File: src/rtl/hold_arb_pkg.sv
package hold_arb_pkg;

    localparam logic [1:0] IDLE_STATUS = 2'b11;

    typedef struct packed {
        logic idle;
        logic unlocked;
        logic request;
        logic reg_write;
    } grant_terms_t;

    function automatic logic is_idle(input logic [1:0] status);
        return status == IDLE_STATUS;
    endfunction

    function automatic logic basic_grant(input grant_terms_t t);
        return t.idle && t.unlocked && t.request;
    endfunction

endpackage

File: src/rtl/hold_cs_decode.sv
module hold_cs_decode #(
    parameter int ADDR_W = 10,
    parameter int WIN_BASE = 0,
    parameter int WIN_SPAN = 32
) (
    input  logic              clk,
    input  logic              rst,
    input  logic [ADDR_W-1:0] io_addr,
    output logic              dma_cs_n
);
    localparam logic [ADDR_W-1:0] BASE_V = ADDR_W'(WIN_BASE);
    localparam logic [ADDR_W-1:0] SPAN_V = ADDR_W'(WIN_SPAN);
    localparam logic [ADDR_W-1:0] LAST_V = ADDR_W'(WIN_BASE + WIN_SPAN - 1);

    logic [ADDR_W-1:0] offset;

    // Subtracting the base folds the two bound checks into one compare.
    assign offset   = io_addr - BASE_V;
    assign dma_cs_n = !(offset < SPAN_V);

    // an address above the window never selects the DMA controller.
    assert_no_select_above_R6: assert property (@(posedge clk) disable iff (rst)
        (io_addr > LAST_V) |-> dma_cs_n);

endmodule

File: src/rtl/hold_grant_logic.sv
module hold_grant_logic
    import hold_arb_pkg::*;
#(
    parameter int REVISION = 1
) (
    input  logic       clk,
    input  logic       rst,
    input  logic [1:0] bus_status,
    input  logic       lock_n,
    input  logic       hold_req,
    input  logic       dma_cs_n,
    input  logic       iow_n,
    output logic       grant
);
    grant_terms_t terms;

    always_comb begin
        terms.idle      = is_idle(bus_status);
        terms.unlocked  = lock_n;
        terms.request   = hold_req;
        terms.reg_write = !dma_cs_n && !iow_n;
    end

    generate
        if (REVISION != 0) begin : g_revised
            assign grant = basic_grant(terms) || terms.reg_write;

            // a DMA-register write always forces the grant condition.
            assert_write_forces_R4: assert property (@(posedge clk) disable iff (rst)
                (!dma_cs_n && !iow_n) |-> grant);
        end else begin : g_early
            assign grant = basic_grant(terms);

            // a register write during an active cycle cannot grant.
            assert_no_override_R5: assert property (@(posedge clk) disable iff (rst)
                (!is_idle(bus_status) && terms.reg_write) |-> !grant);
        end
    endgenerate

    // locked or active cycles block the grant unless a register write overrides.
    assert_locked_blocks_R3: assert property (@(posedge clk) disable iff (rst)
        ((!lock_n || !is_idle(bus_status)) && !(!dma_cs_n && !iow_n)) |-> !grant);

endmodule

File: src/rtl/hold_sync_pipe.sv
module hold_sync_pipe #(
    parameter int STAGES = 3
) (
    input  logic              clk,
    input  logic              rst,
    input  logic              d,
    output logic [STAGES-1:0] q
);
    generate
        for (genvar i = 0; i < STAGES; i++) begin : g_stage
            if (i == 0) begin : g_head
                always_ff @(posedge clk) begin
                    if (rst) q[0] <= 1'b0;
                    else     q[0] <= d;
                end
            end else begin : g_tail
                always_ff @(posedge clk) begin
                    if (rst) q[i] <= 1'b0;
                    else     q[i] <= q[i-1];
                end
            end
        end
    endgenerate

endmodule

File: src/rtl/dma_hold_arbiter.sv
module dma_hold_arbiter
    import hold_arb_pkg::*;
#(
    parameter int REVISION    = 1,
    parameter int ADDR_W      = 10,
    parameter int WIN_BASE    = 0,
    parameter int WIN_SPAN    = 32,
    parameter int HOLD_STAGES = 3
) (
    input  logic              clk,
    input  logic              rst,
    input  logic [1:0]        bus_status,
    input  logic              lock_n,
    input  logic              hold_req,
    input  logic [ADDR_W-1:0] io_addr,
    input  logic              iow_n,
    output logic              dma_cs_n,
    output logic              hold_ack,
    output logic              cpu_wait
);
    localparam int LAST = HOLD_STAGES - 1;

    logic                   grant;
    logic [HOLD_STAGES-1:0] stage_q;

    hold_cs_decode #(
        .ADDR_W  (ADDR_W),
        .WIN_BASE(WIN_BASE),
        .WIN_SPAN(WIN_SPAN)
    ) u_decode (
        .clk     (clk),
        .rst     (rst),
        .io_addr (io_addr),
        .dma_cs_n(dma_cs_n)
    );

    hold_grant_logic #(
        .REVISION(REVISION)
    ) u_grant (
        .clk       (clk),
        .rst       (rst),
        .bus_status(bus_status),
        .lock_n    (lock_n),
        .hold_req  (hold_req),
        .dma_cs_n  (dma_cs_n),
        .iow_n     (iow_n),
        .grant     (grant)
    );

    hold_sync_pipe #(
        .STAGES(HOLD_STAGES)
    ) u_pipe (
        .clk(clk),
        .rst(rst),
        .d  (grant),
        .q  (stage_q)
    );

    assign hold_ack = stage_q[LAST];
    // The processor is stalled while any stage carries a grant.
    assign cpu_wait = |stage_q;

    // acknowledge never appears without the processor held.
    assert_ack_needs_wait_R8: assert property (@(posedge clk) disable iff (rst)
        hold_ack |-> cpu_wait);

    // the wait is released only together with the acknowledge.
    assert_wait_release_R8: assert property (@(posedge clk) disable iff (rst)
        $fell(cpu_wait) |-> $fell(hold_ack));

    generate
        if (HOLD_STAGES == 3) begin : g_latency_check
            // the acknowledge follows the condition by exactly three edges.
            assert_ack_latency_R2: assert property (@(posedge clk) disable iff (rst)
                (!$past(rst, 1) && !$past(rst, 2) && !$past(rst, 3))
                    |-> (hold_ack == $past(grant, 3)));
        end
    endgenerate

endmodule

File: config.mk
export PLATFORM = sky130hd
export DESIGN_NAME = dma_hold_arbiter
export DESIGN_NICKNAME = d
export VERILOG_FILES = /design/src/rtl/hold_arb_pkg.sv /design/src/rtl/hold_cs_decode.sv /design/src/rtl/hold_grant_logic.sv /design/src/rtl/hold_sync_pipe.sv /design/src/rtl/dma_hold_arbiter.sv
export SDC_FILE = /design/constraint.sdc
export NUM_CORES = 1
export LEC_CHECK = 0
export BUFFER_PORTS_ARGS = -buffer_cell sky130_fd_sc_hd__clkbuf_2
export CAP_MARGIN = 15
export CORE_AREA = 2 2 39 41
export DETAILED_ROUTE_END_ITERATION = 8
export DIE_AREA = 0 0 41 43
export MAX_ROUTING_LAYER = met4
export PLACE_DENSITY = 0.32
export SLEW_MARGIN = 20
export SYNTH_ARGS = -nofsm -noshare
export SYNTH_HDL_FRONTEND = slang
export SYNTH_SLANG_ARGS = --single-unit
File: constraint.sdc
create_clock -name clk -period 1.1 [get_ports clk]
set_input_delay 0.165 -clock clk [delete_from_list [all_inputs] [get_ports clk]]
set_output_delay 0.165 -clock clk [all_outputs]
set_load 0.01 [all_outputs]
==> out/metrics.cfg <==
[timing]
fin_crit_ns = 1.18
grt_setup_unrepaired = true
clock_skew_ns = 0.000196
worst_pin_slew_ns = 0.234
fin_setup_tns_ns = -0.0768
hold_viol = 0
relSlewSlack_pct = 84.3
finalCritPeriodShare_pct = 107
setup_viol = 1
setup_ws_ns = -0.0768
fmax_mhz = 850
drv_slew = 0

[clocking]
insertion_delay_ns = 0.23
htree_levels = 1
clkSinkCount = 3
clk_pin_slew_ns = 0.04
ctsResizeCount = 0
postCtsHoldBufs = 0
max-clock-path-buffers = 2
cts_buffers = 3
cts_tree = built
cts-root-buf = clkbuf_4

[worst_setup_path]
cp_data_required_time_ns = 0.94
r2r-end = u_pipe.q[1]$_SDFF_PP0_
cp.arrival_ns = 1.01
worstPathMaxFanout = 2
cp-endpoint = cpu_wait
reg2reg_from = u_pipe.q[0]$_SDFF_PP0_
start_kind = flip-flop
crit_path_start = u_pipe.q[1]$_SDFF_PP0_
rrSetupSlack_ns = 0.52
cp-end-kind = output pin
crit_type = flip-flop to output pin
reg2reg_depth = 1

[synthesis]
synthCells = 12
yosysTopAreaCellShare_pct = 51.1
yosys.area_share.adder_pct = 0
synth_async_sr_flop_share_pct = 0
netlist_top_cells_area = dfxtp_1 51%, and2b_2 15%, o2bb2ai_1 7.4%
yosysMostFrequentCell = dfxtp_1
synth_common_cells = 3 x dfxtp_1, 2 x and2b_2
synth_compound_area_share_pct = 7.45
synth-edff-count = 0
ys_seq_area_share_pct = 51.1
syn_nets = 29
synth_top_family_by_area = simple AND/OR/NAND/NOR gates
synth_warnings = 0
ys_seq_elements = 3
yosysTopAreaCell = dfxtp_1
ys_types = 9
postSynthAreaPerCell_um2 = 9.80
ys.flop_type = dfxtp_1
syn-cell-area_um2 = 118
synthSimpleGateAreaFrac_pct = 41.5
synth_xor_area_share_pct = 0
synth.area.mux_share_pct = 0

[place]
gp_congestion = 0.599
hpwl_um = 337
port_buffers = 14
place_ws_ns = 0.158
place_inst = 42

[hold_path]
min_path_type = input port to flip-flop

[run_status]
violations = negative setup slack
status = complete, but fails checks

[final_layout]
drive_above_1_share_pct = 63.3
n_antenna_cell = 0
final_net_count = 48
top_register = u_pipe.q
fillCellCount = 161
stdcell_count = 46
area_growth_pct = 98.9
largest_register_ffs = 3
utilization_pct = 16.9
reg_top3 = u_pipe.q (3)

[drt]
wl_um = 384
ant_nets = 0
dr.pass1.iters = 1
drc_errors = 0
wl_per_cell_um = 8.35
vias_per_cell = 3.54
drtIter0Drc = 0
vias = 163

[pwr]
p_leak_nw = 0.122
p_int_mw = 0.266
vdd_ir_drop_max_mv = 0.302
power_mw = 0.335
switching_power_mw = 0.0689
netSwitchingFraction_pct = 20.6
power_frac_comb_pct = 9.6
pwr-share-clk_pct = 57.1
p_seq_share_pct = 33.3
power_density_nw_per_um2 = 1430

[grt]
grt_pass1_vias = 152
grt_use_total_pct = 6.17
grt_max_degree = 5
grt-ovfl-total = 0
antenna_found_initial = 0
grt_pass1_wl_um = 579

[floorplanning]
coreArea_um2 = 1380
die_h_um = 43
initial_core_util_pct = 8.50
io_pins = 20
die_area_um2 = 1760
die_w_um = 41
rows = 14

[run]
cap_violations = 0

power groups by stage:
stage / clock [mW] / sequential, mW / combinational, mW
6_report: 0.191 / 0.112 / 0.0321
3_5_place_dp: 0 / 0.113 / 0.0327
3_3_place_gp: 0 / 0.113 / 0.0317
4_1_cts: 0.204 / 0.112 / 0.0328
2_1_floorplan: 0 / 0.113 / 0.00748
5_1_grt: 0.221 / 0.112 / 0.0359
cells by family (layout without fill, tap and decap cells):
family                 after synthesis  count (layout)
DFF                                  3               3
AOI/OAI and AO/OA                    1               1
and+or+nand+nor                      8               8
buffers and inverters                0              18
cell type report:
type / count / area, µm² / area share (%)
timing repair buffer: 14 / 70.1 / 29.9
sequential: 3 / 60.1 / 25.7
multi-input combinational: 9 / 57.6 / 24.6
clock buffer: 4 / 26.3 / 11.2
tap: 16 / 20.0 / 8.56
worst min path at each step:
stage,startpoint,endpoint,slack [ns],cells past startpoint
after floorplan,rst,u_pipe.q[0]$_SDFF_PP0_,0.25,1
after global placement,rst,u_pipe.q[0]$_SDFF_PP0_,0.39,2
after detailed placement,rst,u_pipe.q[0]$_SDFF_PP0_,0.39,2
after CTS,rst,u_pipe.q[0]$_SDFF_PP0_,0.15,2
after global routing,rst,u_pipe.q[0]$_SDFF_PP0_,0.16,2
final,rst,u_pipe.q[0]$_SDFF_PP0_,0.15,2
per-layer routing:
layer  vias up  global-route usage [%]  wire, µm  share of wire [%]
met5         -                       -         0                  0
met4         0                    8.00         0                  0
met3         0                    4.71        96                 25
met2        15                    5.63       129                 34
met1        69                    6.73       158                 41
li1         79                       -         -                  -
stage by stage:
step                      area, µm²  hold slack [ns]
after floorplan                 118            0.253
after global placement          208            0.387
after detailed placement        208            0.394
after CTS                       234            0.145
after global routing            234            0.158
final                           234            0.151
critical path, stage by stage (launching register included):
cell	delay, ns
dfxtp_1	0.30
or3_1	0.35
clkbuf_2	0.13
placed cells by master, fill, tap and decap left out, drive strengths merged:
cell type,count
nor4,1
and2b,2
or3,1
nand2,1
nor3,1
nor2,1
clkbuf,18
o2bb2ai,1
nand4,1
dfxtp,3
timing repair:
| item | in CTS | in global routing |
|---|---|---|
| endpoints found under the hold margin | 0 | 0 |
| gates cloned | 0 | 0 |
| endpoints found under the setup margin | 1 | 1 |
| buffers inserted | 0 | 0 |
(Power assumes the default switching activity.)
